==> config.mk <==
export PLATFORM = sky130hd
export DESIGN_NAME = irq_hub
export DESIGN_NICKNAME = d
export VERILOG_FILES = /design/src/rtl/irq_hub_pkg.sv /design/src/rtl/irq_mask_reg.sv /design/src/rtl/irq_pend_unit.sv /design/src/rtl/irq_mode_reg.sv /design/src/rtl/irq_hub.sv
export SDC_FILE = /design/constraint.sdc
export NUM_CORES = 1
export LEC_CHECK = 0
export BUFFER_PORTS_ARGS = -buffer_cell sky130_fd_sc_hd__buf_2
export CORE_MARGIN = 2
export CORE_UTILIZATION = 50
export CTS_CLUSTER_SIZE = 25
export DETAILED_ROUTE_END_ITERATION = 7
export GPL_TIMING_DRIVEN = 0
export PLACE_DENSITY_LB_ADDON = 0.08
export SYNTH_ARGS = -nofsm -noshare
export SYNTH_HDL_FRONTEND = slang
export SYNTH_SLANG_ARGS = --single-unit
==> constraint.sdc <==
create_clock -name clk -period 3.2 [get_ports clk]
set_clock_uncertainty 0.2 [all_clocks]
set_input_delay 0.48 -clock clk [delete_from_list [all_inputs] [get_ports clk]]
set_output_delay 0.48 -clock clk [all_outputs]
set_load 0.02 [all_outputs]
==> src/rtl/irq_hub_pkg.sv <==
package irq_hub_pkg;
  localparam int unsigned DATA_W = 32;
  localparam int unsigned ADDR_W = 2;
  typedef enum logic [ADDR_W-1:0] {
    OFS_MODE = 2'd0,
    OFS_ID   = 2'd1,
    OFS_PEND = 2'd2,
    OFS_MASK = 2'd3
  } ofs_e;
endpackage

==> src/rtl/irq_mask_reg.sv <==
module irq_mask_reg #(
  parameter int unsigned NSRC = 6
) (
  input  logic              clk,
  input  logic              rst,
  input  logic              wr,
  input  logic [2*NSRC-1:0] cmd,
  output logic [NSRC-1:0]   mask_q
);
  for (genvar n = 0; n < NSRC; n++) begin : g_mask
    always_ff @(posedge clk) begin
      if (rst) begin
        mask_q[n] <= 1'b0;
      end else if (wr) begin
        case (cmd[2*n+1 -: 2])
          2'b01:   mask_q[n] <= 1'b0;
          2'b10:   mask_q[n] <= 1'b1;
          default: mask_q[n] <= mask_q[n];
        endcase
      end
    end
  end


  both_keep_chk: assert property (@(posedge clk) disable iff (rst)
    (wr && cmd[1:0] == 2'b11) |=> $stable(mask_q[0]));

  set_only_chk: assert property (@(posedge clk) disable iff (rst)
    (wr && cmd[1:0] == 2'b10) |=> mask_q[0]);

  clr_only_chk: assert property (@(posedge clk) disable iff (rst)
    (wr && cmd[1:0] == 2'b01) |=> !mask_q[0]);
endmodule

==> src/rtl/irq_pend_unit.sv <==
module irq_pend_unit #(
  parameter int unsigned N_LVL = 5
) (
  input  logic           clk,
  input  logic           rst,
  input  logic [N_LVL-1:0] lvl,
  input  logic           pulse,
  input  logic           clr,
  output logic [N_LVL:0] pend
);
  logic prev_q;
  logic stick_q;
  logic rise;

  assign rise = pulse & ~prev_q;

  always_ff @(posedge clk) begin
    if (rst) begin
      prev_q  <= 1'b0;
      stick_q <= 1'b0;
    end else begin
      prev_q <= pulse;
      if (rise)     stick_q <= 1'b1;
      else if (clr) stick_q <= 1'b0;
    end
  end

  assign pend = {stick_q, lvl};


  rise_sets_chk: assert property (@(posedge clk) disable iff (rst)
    $rose(pulse) |=> stick_q);

  hold_chk: assert property (@(posedge clk) disable iff (rst)
    (stick_q && !clr) |=> stick_q);

  clear_chk: assert property (@(posedge clk) disable iff (rst)
    (clr && !pulse) |=> !stick_q);
endmodule

==> src/rtl/irq_mode_reg.sv <==
module irq_mode_reg #(
  parameter int unsigned LEN_W = 7
) (
  input  logic             clk,
  input  logic             rst,
  input  logic             wr,
  input  logic [13:0]      cmd,
  output logic [LEN_W-1:0] len_q,
  output logic [2:0]       flag_q,
  output logic             clr_src
);
  localparam int unsigned NFLAG = 3;
  localparam int unsigned CLR_BIT = 11;
  localparam int CLR_POS [NFLAG] = '{7, 9, 12};

  always_ff @(posedge clk) begin
    if (rst)     len_q <= '0;
    else if (wr) len_q <= cmd[LEN_W-1:0];
  end

  for (genvar f = 0; f < NFLAG; f++) begin : g_flag
    always_ff @(posedge clk) begin
      if (rst) begin
        flag_q[f] <= 1'b0;
      end else if (wr) begin
        case ({cmd[CLR_POS[f]+1], cmd[CLR_POS[f]]})
          2'b01:   flag_q[f] <= 1'b0;
          2'b10:   flag_q[f] <= 1'b1;
          default: flag_q[f] <= flag_q[f];
        endcase
      end
    end
  end

  assign clr_src = wr & cmd[CLR_BIT];


  len_load_chk: assert property (@(posedge clk) disable iff (rst)
    wr |=> len_q == $past(cmd[LEN_W-1:0]));

  idle_hold_chk: assert property (@(posedge clk) disable iff (rst)
    !wr |=> $stable(flag_q));
endmodule

==> src/rtl/irq_hub.sv <==
module irq_hub #(
  parameter int unsigned N_LVL = 5,
  parameter int unsigned LEN_W = 7,
  parameter logic [7:0]  ID_B0 = 8'h02,
  parameter logic [7:0]  ID_B1 = 8'h02,
  parameter logic [7:0]  ID_B2 = 8'h01,
  parameter logic [7:0]  ID_B3 = 8'h02
) (
  input  logic        clk,
  input  logic        rst,
  input  logic        wr_en,
  input  logic        rd_en,
  input  logic [1:0]  addr,
  input  logic [31:0] wdata,
  output logic [31:0] rdata,
  input  logic [4:0]  src_lvl,
  input  logic        src_pulse,
  output logic        irq
);
  import irq_hub_pkg::*;
  localparam int unsigned NSRC = N_LVL + 1;

  logic [NSRC-1:0]  pend;
  logic [NSRC-1:0]  mask;
  logic [LEN_W-1:0] len;
  logic [2:0]       flags;
  logic             clr_src;
  logic             wr_mode, wr_mask;
  logic [31:0]      rd_mux;
  logic             unused_hi;

  assign unused_hi = ^wdata[31:14];
  assign wr_mode = wr_en && (addr == OFS_MODE);
  assign wr_mask = wr_en && (addr == OFS_MASK);

  irq_pend_unit #(.N_LVL(N_LVL)) u_pend (
    .clk(clk), .rst(rst), .lvl(src_lvl[N_LVL-1:0]), .pulse(src_pulse),
    .clr(clr_src), .pend(pend)
  );

  irq_mask_reg #(.NSRC(NSRC)) u_mask (
    .clk(clk), .rst(rst), .wr(wr_mask), .cmd(wdata[2*NSRC-1:0]), .mask_q(mask)
  );

  irq_mode_reg #(.LEN_W(LEN_W)) u_mode (
    .clk(clk), .rst(rst), .wr(wr_mode), .cmd(wdata[13:0]),
    .len_q(len), .flag_q(flags), .clr_src(clr_src)
  );

  always_comb begin
    unique case (ofs_e'(addr))
      OFS_MODE: rd_mux = {{(DATA_W-LEN_W-3){1'b0}}, flags, len};
      OFS_ID:   rd_mux = {ID_B3, ID_B2, ID_B1, ID_B0};
      OFS_PEND: rd_mux = {{(DATA_W-NSRC){1'b0}}, pend};
      default:  rd_mux = {{(DATA_W-NSRC){1'b0}}, mask};
    endcase
  end

  always_ff @(posedge clk) begin
    if (rst) begin
      rdata <= '0;
      irq   <= 1'b0;
    end else begin
      if (rd_en) rdata <= rd_mux;
      irq <= |(pend & mask);
    end
  end


  irq_on_chk: assert property (@(posedge clk) disable iff (rst)
    (|(pend & mask)) |=> irq);

  irq_off_chk: assert property (@(posedge clk) disable iff (rst)
    !(|(pend & mask)) |=> !irq);

  rdata_hold_chk: assert property (@(posedge clk) disable iff (rst)
    !rd_en |=> $stable(rdata));
endmodule

==> reports/metrics.csv, run 1 <==
stage,metric,value,unit
critical_path,end_kind,output pin,
synthesis,synth_edf_count,0,
outcome,outcome,"finished, final reports clean",
placed_design,dp_cells,277,
clock_network,cts_tree,built,
die,initial_core_util,53.3,%
placed_design,io_buffers,36,
clock_network,insertion_delay,0.31,ns
critical_path,crit_family,flip-flops,
critical_path,crit_start,rdata[16],
finish,diodes,0,
critical_path,path_class,reg -> out,
global_route,grt_pass1_vias,1318,
routing,wl,3.67,mm
critical_path,worst_path_max_delay_cell,dfxtp_1,
pwr,ir_drop,0.200,mV
clock_network,post-cts-setup-buffers,0,
sta,rsz0062_at_grt,false,
routing,drc,0,
synthesis,avgSynthCellArea,9.30,sq um
clock_network,cts_made_buffers,5,
die,die_w,61.5,microns
finish,finalNetCount,293,
critical_path,r2r_end,rdata[3],
sta,setup_violations,0,
clock_network,cts.repair.resized,0,
finish,fill_cells,285,
die,die_area,3790,sq um
sta,fin_setup_tns,0,ns
sta,final-hold-violation-count,0,
routing,wl_per_cell,13.0,microns
sta,max_freq,623,MHz
critical_path,reg2reg_depth,3,
critical_path,r2r_setup_slack,2.08,ns
pwr,power_density,380,nW/um^2
synthesis,ys_seq_elements,30,
placed_design,post-dp-hpwl,2.82,mm
critical_path,cp_num_buf_inv,2,
placed_design,gp_congestion,0.777,
critical_path,cp.required,2.52,ns
hold_path,worst_hold_path.num_cells,2,
routing,antenna_left,0,
clock_network,ctsHoldBuffers,0,
global_route,grt_usage,20.7,%
sta,period_needed,1.61,ns
critical_path,cp_cell_sequence,buf_4 -> buf_2,
sta,fin_crit_sh,50.2,%
hold_path,hold_path_end,u_pend.prev_q,
synthesis,seq_area_frac_synth,36.3,%
global_route,grt_overflow,0,
hold_path,min_from,src_pulse,
routing,initialDrtViolationCount,32,
global_route,grt_max_degree,11,
critical_path,cp.arrival,0.93,ns
die,pin_count,77,
synthesis,ys_warn_count,0,
finish,drive_gt1_share,32.6,%
clock_network,root_buffer,clkbuf_4,
clock_network,cts_buffer_depth,2,
finish,layout_commonest_cell,buf_2,
clock_network,clock_sinks,30,
critical_path,r2r-start,u_mode.len_q[3],
die,die_height,61.5,microns
pwr,leakage,0.985,nW
critical_path,critPathMaxStageDelay,0.36,ns
pwr,p_total,0.765,mW
synthesis,postSynthCellCount,178,
global_route,grt_pass1_wl,5.79,mm
finish,final_cells,283,
synthesis,synth.cell_area,1660,sq um
die,num_rows,20,
critical_path,cp_max_fo,3,
routing,dr.pass1.iters,4,
finish,utilization,64.9,%
synthesis,yosysUniqueCellTypes,28,
sta,finalMaxSlewViolations,0,
critical_path,start_kind,register,
clock_network,clk_pin_slew_worst_paths,0.09,ns
routing,vias,1365,
sta,relSlewSlack,66.1,%
finish,area_growth,21.6,%
routing,via_per_inst,4.82,
clock_network,cts.htree.levels,2,
global_route,antenna_found_initial,0,
run,cap_violations,0,
hold_path,hp-class,in -> reg,
sta,tightestPinTransition,0.508,ns
synthesis,synthArstFlopShare,0,%
die,core,3100,sq um
synthesis,ys.flop_type,dfxtp_1,
finish,layout.cells.most_common_list,"buf_2 (38), dfxtp_1 (30), buf_4 (22), nor2_1 (22), conb_1 (20)",
-- sequential cells by signal, indices dropped and copies added, names as in the netlist --
name	flops
irq	1
u_mode.flag_q	3
u_pend.prev_q	1
u_mask.mask_q	6
rdata	11
u_mode.len_q	7
u_pend.stick_q	1
-- kinds of logic after synthesis --
group / Yosys count / share of synthesized area [%]
AO/OA/AOI/OAI: 19 / 8.47
adder cells (fa/ha/maj): 9 / 6.80
buffers and inverters: 43 / 16.3
flip-flops: 30 / 36.3
multiplexers: 22 / 13.7
other: 1 / 0.227
AND/OR/NAND/NOR: 54 / 18.3
-- layer usage --
metal / track usage (%) / vias up / routed length (microns)
met1: 26.0 / 615 / 1590
met4: 5.47 / 0 / 36
met2: 35.5 / 54 / 1790
li1: - / 692 / -
met3: 5.25 / 4 / 243
met5: 0 / - / 0
-- worst max path at each step --
stage                             endpoint  slack, ns  cells past startpoint
after floorplan           u_mode.flag_q[2]       1.61                      5
after global placement    u_mode.flag_q[1]       1.46                      6
after detailed placement  u_mode.flag_q[0]       1.40                      6
after CTS                        rdata[25]       1.58                      2
after global routing             rdata[25]       1.54                      2
final                            rdata[25]       1.59                      2
-- final cells by class --
class / count / area [sq um] / area share, %
Inverter: 11 / 41.3 / 2.05
Sequential cell: 30 / 601 / 29.8
Timing Repair Buffer: 36 / 180 / 8.95
Clock buffer: 6 / 51.3 / 2.55
Tap cell: 44 / 55.1 / 2.73
Buffer: 32 / 228 / 11.3
Multi-Input combinational cell: 124 / 857 / 42.6
-- cell usage after synthesis (4+ instances only) --
cell | instances | area share (%)
mux2i_1 | 17 | 10
inv_1 | 11 | 2.5
clkbuf_1 | 4 | 0.91
a311oi_1 | 5 | 2.6
nand2b_1 | 6 | 2.3
ha_1 | 9 | 6.8
nor2_1 | 22 | 5.0
mux2_2 | 4 | 2.7
buf_4 | 22 | 10
a21oi_1 | 6 | 1.8
nand3_1 | 8 | 2.4
nand4b_1 | 7 | 3.7
dfxtp_1 | 30 | 36
nand2_1 | 6 | 1.4
-- stage by stage --
stage	hold WS [ns]	setup slack (ns)	instance area [sq um]
6_report	0.195	1.59	2010
5_1_grt	0.195	1.54	2010
4_1_cts	0.197	1.58	2010
3_5_place_dp	0.254	1.40	1960
3_3_place_gp	0.252	1.46	1960
2_1_floorplan	0.247	1.61	1730
-- power by group --
group          switching, mW  internal (mW)  total, mW
registers            0.00672          0.385      0.392
clock network          0.118         0.0989      0.217
logic                 0.0884         0.0676      0.156
total                  0.213          0.552      0.765
(Power assumes the default switching activity.)
==> run 2: changes to the inputs <==
--- a/config.mk
+++ b/config.mk
@@ -7,7 +7,7 @@
 export LEC_CHECK = 0
 export BUFFER_PORTS_ARGS = -buffer_cell sky130_fd_sc_hd__buf_2
 export CORE_MARGIN = 2
-export CORE_UTILIZATION = 50
+export CORE_UTILIZATION = 46
 export CTS_CLUSTER_SIZE = 25
 export DETAILED_ROUTE_END_ITERATION = 7
 export GPL_TIMING_DRIVEN = 0
==> constraint.sdc (replaced) <==
create_clock -name clk -period 1.56 [get_ports clk]
set_clock_uncertainty 0.2 [all_clocks]
set_input_delay 0.234 -clock clk [delete_from_list [all_inputs] [get_ports clk]]
set_output_delay 0.234 -clock clk [all_outputs]
set_load 0.02 [all_outputs]
==> run 2 against run 1 <==
  * Non-clock buffer count increased by 6
  * Sequential power increased by 110%
  * Core utilization decreased by 2.4 points
  * Routed wire length increased by 1.7%
  * Critical path type is now in -> reg
  * Design area increased by 5.2%
  * Sequential share of layout area decreased by 1.5 points
  * Flip-flop and latch count unchanged
  * Die area increased by 8.1%
  * Worst setup slack got worse by 1.5 ns
==> reports/metrics.csv, run 2 (synthesis gave the netlist of run 1 again) <==
stage,metric,value,unit
die,pin_count,77,
clock_network,cts_made_buffers,5,
clock_network,clk_pin_slew_worst_paths,0.09,ns
routing,via_per_inst,4.70,
routing,wl_per_cell,12.7,microns
global_route,grt_max_degree,11,
pwr,power_density,829,nW/um^2
critical_path,critPathMaxStageDelay,0.56,ns
placed_design,dp_slack,0.0509,ns
finish,final_cells,293,
sta,tightestPinTransition,0.542,ns
finish,drive_gt1_share,30.4,%
critical_path,cp.arrival,1.47,ns
finish,area_growth,27.9,%
finish,finalNetCount,299,
clock_network,cts.htree.levels,2,
run,cap_violations,0,
clock_network,clock_sinks,30,
global_route,grt_pass1_vias,1390,
routing,antenna_left,0,
die,initial_core_util,48.8,%
global_route,antenna_found_initial,0,
hold_path,min_from,wdata[11],
routing,initialDrtViolationCount,35,
sta,fin_setup_tns,0,ns
critical_path,path_class,in -> reg,
die,die_w,64.0,microns
hold_path,hp-class,in -> reg,
finish,layout_commonest_cell,buf_2,
sta,finalMaxSlewViolations,0,
routing,drc,0,
placed_design,post-dp-hpwl,2.61,mm
finish,largest_reg_flops,11,
clock_network,cts_tree,built,
sta,max_freq,681,MHz
die,die_height,64.0,microns
sta,hold_slack,0.0212,ns
routing,vias,1378,
die,die_area,4090,sq um
pwr,p_total,1.75,mW
critical_path,worst_path_max_delay_cell,dlygate4sd3_1,
critical_path,cp_cell_sequence,dlygate4sd3_1 -> ha_1 -> nand4b_1 -> mux2i_1 -> nor2_1,
outcome,outcome,"finished, final reports clean",
routing,dr.pass1.iters,6,
clock_network,insertion_delay,0.34,ns
critical_path,r2r_end,rdata[4],
clock_network,cts_buffer_depth,2,
finish,diodes,0,
critical_path,reg2reg_depth,3,
critical_path,r2r_setup_slack,0.44,ns
critical_path,end_kind,register,
sta,fin_crit_sh,94.1,%
placed_design,dp_cells,279,
critical_path,cp_num_buf_inv,1,
hold_path,hold_path_end,u_pend.stick_q,
sta,relSlewSlack,63.8,%
sta,period_needed,1.47,ns
clock_network,post-cts-setup-buffers,0,
finish,layout.cells.most_common_list,"buf_2 (35), dfxtp_1 (30), buf_4 (22), nor2_1 (22), conb_1 (20)",
critical_path,crit_family,buffers and inverters,
critical_path,cp_max_fo,2,
pwr,leakage,1.03,nW
sta,setup_ws,0.0924,ns
critical_path,cp.required,1.56,ns
finish,regMostFlops,rdata,
critical_path,r2r-start,u_mode.len_q[4],
critical_path,start_kind,primary input,
die,num_rows,21,
global_route,grt_usage,20.2,%
finish,final_area,2120,sq um
placed_design,gp_congestion,0.733,
finish,reg_top3,"rdata x11, u_mode.len_q x7, u_mask.mask_q x6",
global_route,grt_pass1_wl,6.41,mm
finish,fill_cells,326,
sta,final-hold-violation-count,0,
sta,setup_violations,0,
hold_path,worst_hold_path.num_cells,3,
placed_design,place_area,1960,sq um
placed_design,io_buffers,36,
global_route,grt_overflow,0,
finish,regArea,601,sq um
finish,utilization,62.5,%
clock_network,root_buffer,clkbuf_4,
routing,wl,3.73,mm
sta,rsz0062_at_grt,false,
die,core,3390,sq um
pwr,ir_drop,0.695,mV
finish,multi_input_area,857,sq um
[run 2: cell count changes in the layout (fill, tap and decap cells not counted)]
cell            previous run  this run
clkbuf_8                   1         0
clkbuf_1                   4         6
dlygate4sd3_1              0         8
dlymetal6s4s_1             0         1
bufinv_16                  0         1
buf_2                     38        35
[run 2: how the worst max path moves through the flow]
stage                         start                to  slack, ns  cells past startpoint
after global routing       wdata[1]  u_mask.mask_q[0]       0.01                      5
after detailed placement   wdata[9]  u_mode.flag_q[1]       0.05                      6
after floorplan           wdata[12]  u_mode.flag_q[2]       0.22                      5
final                      wdata[3]  u_mask.mask_q[1]       0.09                      5
after global placement     wdata[9]  u_mode.flag_q[1]       0.05                      6
after CTS                  wdata[0]  u_mask.mask_q[0]       0.02                      7
[run 2: what timing repair did]
item,4_1_cts,5_1_grt
hold endpoints to repair,11,0
endpoints found under the setup margin,0,2
hold buffers,9,0
resized for setup,0,1
[run 2: layout make-up]
class	count	share of cell area (%)
clock inverter	1	1.42
buffer	32	10.8
inverter	11	1.95
sequential	30	28.4
tap	46	2.72
timing repair buffer	42	12.2
clock buffer	7	2.13
multi-input combinational	124	40.5
[run 2: layer usage]
| metal | part of all wire [%] | up-vias | GRT usage [%] |
|---|---|---|---|
| li1 | - | 704 | - |
| met1 | 46 | 621 | 26.3 |
| met2 | 46 | 46 | 31.6 |
| met3 | 7.0 | 7 | 6.34 |
| met4 | 1.4 | 0 | 6.79 |
| met5 | 0 | - | 0 |
[run 2: report_power, final]
group	switching, mW	leakage [nW]	internal, mW	total, mW
logic	0.182	0.745	0.151	0.333
clock network	0.277	0.0395	0.340	0.617
registers	0.0137	0.244	0.791	0.804
total	0.473	1.03	1.28	1.75
[run 2: worst min-delay path, cell delays in order]
cell,delay [ns]
buf_2,0.10
a21bo_2,0.13
a21oi_1,0.05
==> run 3: changes to the inputs <==
--- a/config.mk
+++ b/config.mk
@@ -5,9 +5,10 @@
 export SDC_FILE = /design/constraint.sdc
 export NUM_CORES = 1
 export LEC_CHECK = 0
+export ABC_AREA = 1
 export BUFFER_PORTS_ARGS = -buffer_cell sky130_fd_sc_hd__buf_2
 export CORE_MARGIN = 2
-export CORE_UTILIZATION = 46
+export CORE_UTILIZATION = 47
 export CTS_CLUSTER_SIZE = 25
 export DETAILED_ROUTE_END_ITERATION = 7
 export GPL_TIMING_DRIVEN = 0
==> run 3 against run 2 <==
  * Sequential share of layout area decreased by 1.1 points
  * Routed wire length decreased by 4.0%
  * Die area increased by 4.5%
  * Highest routed layer unchanged
==> reports/metrics.csv, run 3 <==
stage,metric,value,unit
die,die_w,65.4,microns
critical_path,r2r-start,u_mask.mask_q[2],
finish,finalNetCount,374,
synthesis,yosysUniqueCellTypes,21,
sta,fin_crit_sh,84.8,%
clock_network,cts.repair.resized,0,
die,core,3630,sq um
routing,dr.pass1.iters,4,
sta,hold_slack,0.0201,ns
clock_network,clk_pin_slew_worst_paths,0.07,ns
hold_path,min_from,wdata[2],
die,die_height,65.4,microns
synthesis,netlist.top_cell.by_area,dfxtp_1,
synthesis,postSynthCellCount,258,
finish,drive_gt1_share,28.0,%
synthesis,ys_top_cells_by_count,"nand2_1 (49), inv_1 (42), nor2_1 (31)",
clock_network,cts_tree,built,
finish,regMostFlops,rdata,
placed_design,post-dp-hpwl,2.87,mm
routing,via_per_inst,4.35,
finish,layout_commonest_cell,nand2_1,
sta,finalMaxSlewViolations,0,
sta,final-hold-violation-count,0,
critical_path,cp.arrival,0.89,ns
sta,rsz0062_at_grt,false,
synthesis,synthArstFlopShare,0,%
clock_network,post-cts-setup-buffers,0,
placed_design,io_buffers,36,
pwr,leakage,1.20,nW
critical_path,crit_start,rdata[16],
sta,fin_setup_tns,0,ns
synthesis,seq_area_frac_synth,33.9,%
critical_path,cp.required,1.13,ns
clock_network,ctsHoldBuffers,1,
critical_path,reg2reg_depth,4,
finish,reg_top3,"rdata x11, u_mode.len_q x7, u_mask.mask_q x6",
synthesis,synth.cell_area,1770,sq um
sta,setup_violations,0,
global_route,grt_overflow,0,
die,initial_core_util,48.8,%
synthesis,synth_top_area_share,33.9,%
synthesis,synth_top_cells_by_area,"dfxtp_1 (34%), nand2_1 (10%), buf_4 (9.7%)",
placed_design,gp_congestion,0.758,
clock_network,cts_buffer_depth,2,
run,cap_violations,0,
outcome,outcome,"finished, final reports clean",
critical_path,r2r_setup_slack,0.59,ns
routing,wl_per_cell,9.67,microns
global_route,grt_usage,18.4,%
global_route,grt_pass1_wl,6.11,mm
die,pin_count,77,
synthesis,ys_warn_count,0,
synthesis,avgSynthCellArea,6.87,sq um
pwr,power_density,873,nW/um^2
clock_network,clock_sinks,30,
finish,largest_reg_flops,11,
routing,wl,3.58,mm
finish,layout.cells.most_common_list,"nand2_1 (49), inv_1 (42), buf_2 (39), nor2_1 (31), dfxtp_1 (30)",
synthesis,yosysMostFrequentCell,nand2_1,
critical_path,end_kind,output pin,
global_route,grt_max_degree,11,
clock_network,root_buffer,clkbuf_8,
die,num_rows,22,
routing,initialDrtViolationCount,72,
critical_path,cp_max_fo,3,
finish,area_growth,24.3,%
pwr,p_total,1.92,mW
sta,max_freq,756,MHz
clock_network,cts.htree.levels,2,
routing,drc,0,
finish,fill_cells,398,
hold_path,worst_hold_path.num_cells,3,
synthesis,ys.flop_type,dfxtp_1,
pwr,ir_drop,0.574,mV
synthesis,ys_seq_elements,30,
critical_path,path_class,reg -> out,
sta,period_needed,1.32,ns
synthesis,synth_edf_count,0,
critical_path,cp-endpoint,rdata[25],
global_route,grt_pass1_vias,1445,
routing,antenna_left,0,
critical_path,r2r_end,irq,
die,die_area,4280,sq um
finish,diodes,0,
hold_path,hp-class,in -> reg,
global_route,antenna_found_initial,0,
routing,vias,1611,
clock_network,cts_made_buffers,5,
clock_network,insertion_delay,0.28,ns
critical_path,start_kind,register,
run 3: layer usage:
layer | routed length, microns | GRT usage, % | vias to the layer above
li1 | - | - | 876
met1 | 1680 | 22.9 | 683
met2 | 1640 | 31.8 | 47
met3 | 224 | 5.14 | 5
met4 | 29 | 3.91 | 0
met5 | 0 | 0 | -
run 3: logic make-up after synthesis:
| family | Yosys count | share of synthesized area [%] |
|---|---|---|
| compound gates | 28 | 9.17 |
| fa+ha+maj | 9 | 6.35 |
| buf+inv | 74 | 21.8 |
| flops | 30 | 33.9 |
| other cells | 1 | 0.212 |
| simple gates | 116 | 28.6 |
run 3: worst max-delay path, cell delays in order (launching register included):
cell and delay (ns):
dfxtp_1 0.35, buf_4 0.12, buf_2 0.14
run 3: where the power goes:
group / switching (mW) / total, mW / internal (mW)
clock: 0.291 / 0.736 / 0.445
sequential: 0.0215 / 0.825 / 0.803
combinational: 0.220 / 0.363 / 0.143
total: 0.532 / 1.92 / 1.39
run 3: final cells by class:
cell class	instances	area [sq um]	area share [%]
plain buffers	30	221	10.0
clock buffers	8	110	4.99
inverters	44	165	7.49
multi-input cells	173	857	38.9
flip-flops and latches	30	601	27.2
well taps	48	60.1	2.72
repair buffers	37	190	8.63
run 3: stage by stage:
step	cell area, sq um	utilization [%]	cells	worst slack, ns
final	2200	60.7	370	0.237
after global routing	2200	60.7	370	0.200
after CTS	2200	60.7	370	0.227
after detailed placement	2080	57.4	361	0.194
after global placement	2080	57.4	361	0.210
after floorplan	1840	-	277	0.366
run 3: worst min-delay path by stage:
stage,slack (ns),endpoint
after global placement,0.25,u_pend.stick_q
after global routing,0.03,rdata[6]
after detailed placement,0.25,rdata[7]
after floorplan,0.15,u_pend.prev_q
final,0.02,u_mode.len_q[2]
after CTS,0.02,u_mode.len_q[0]
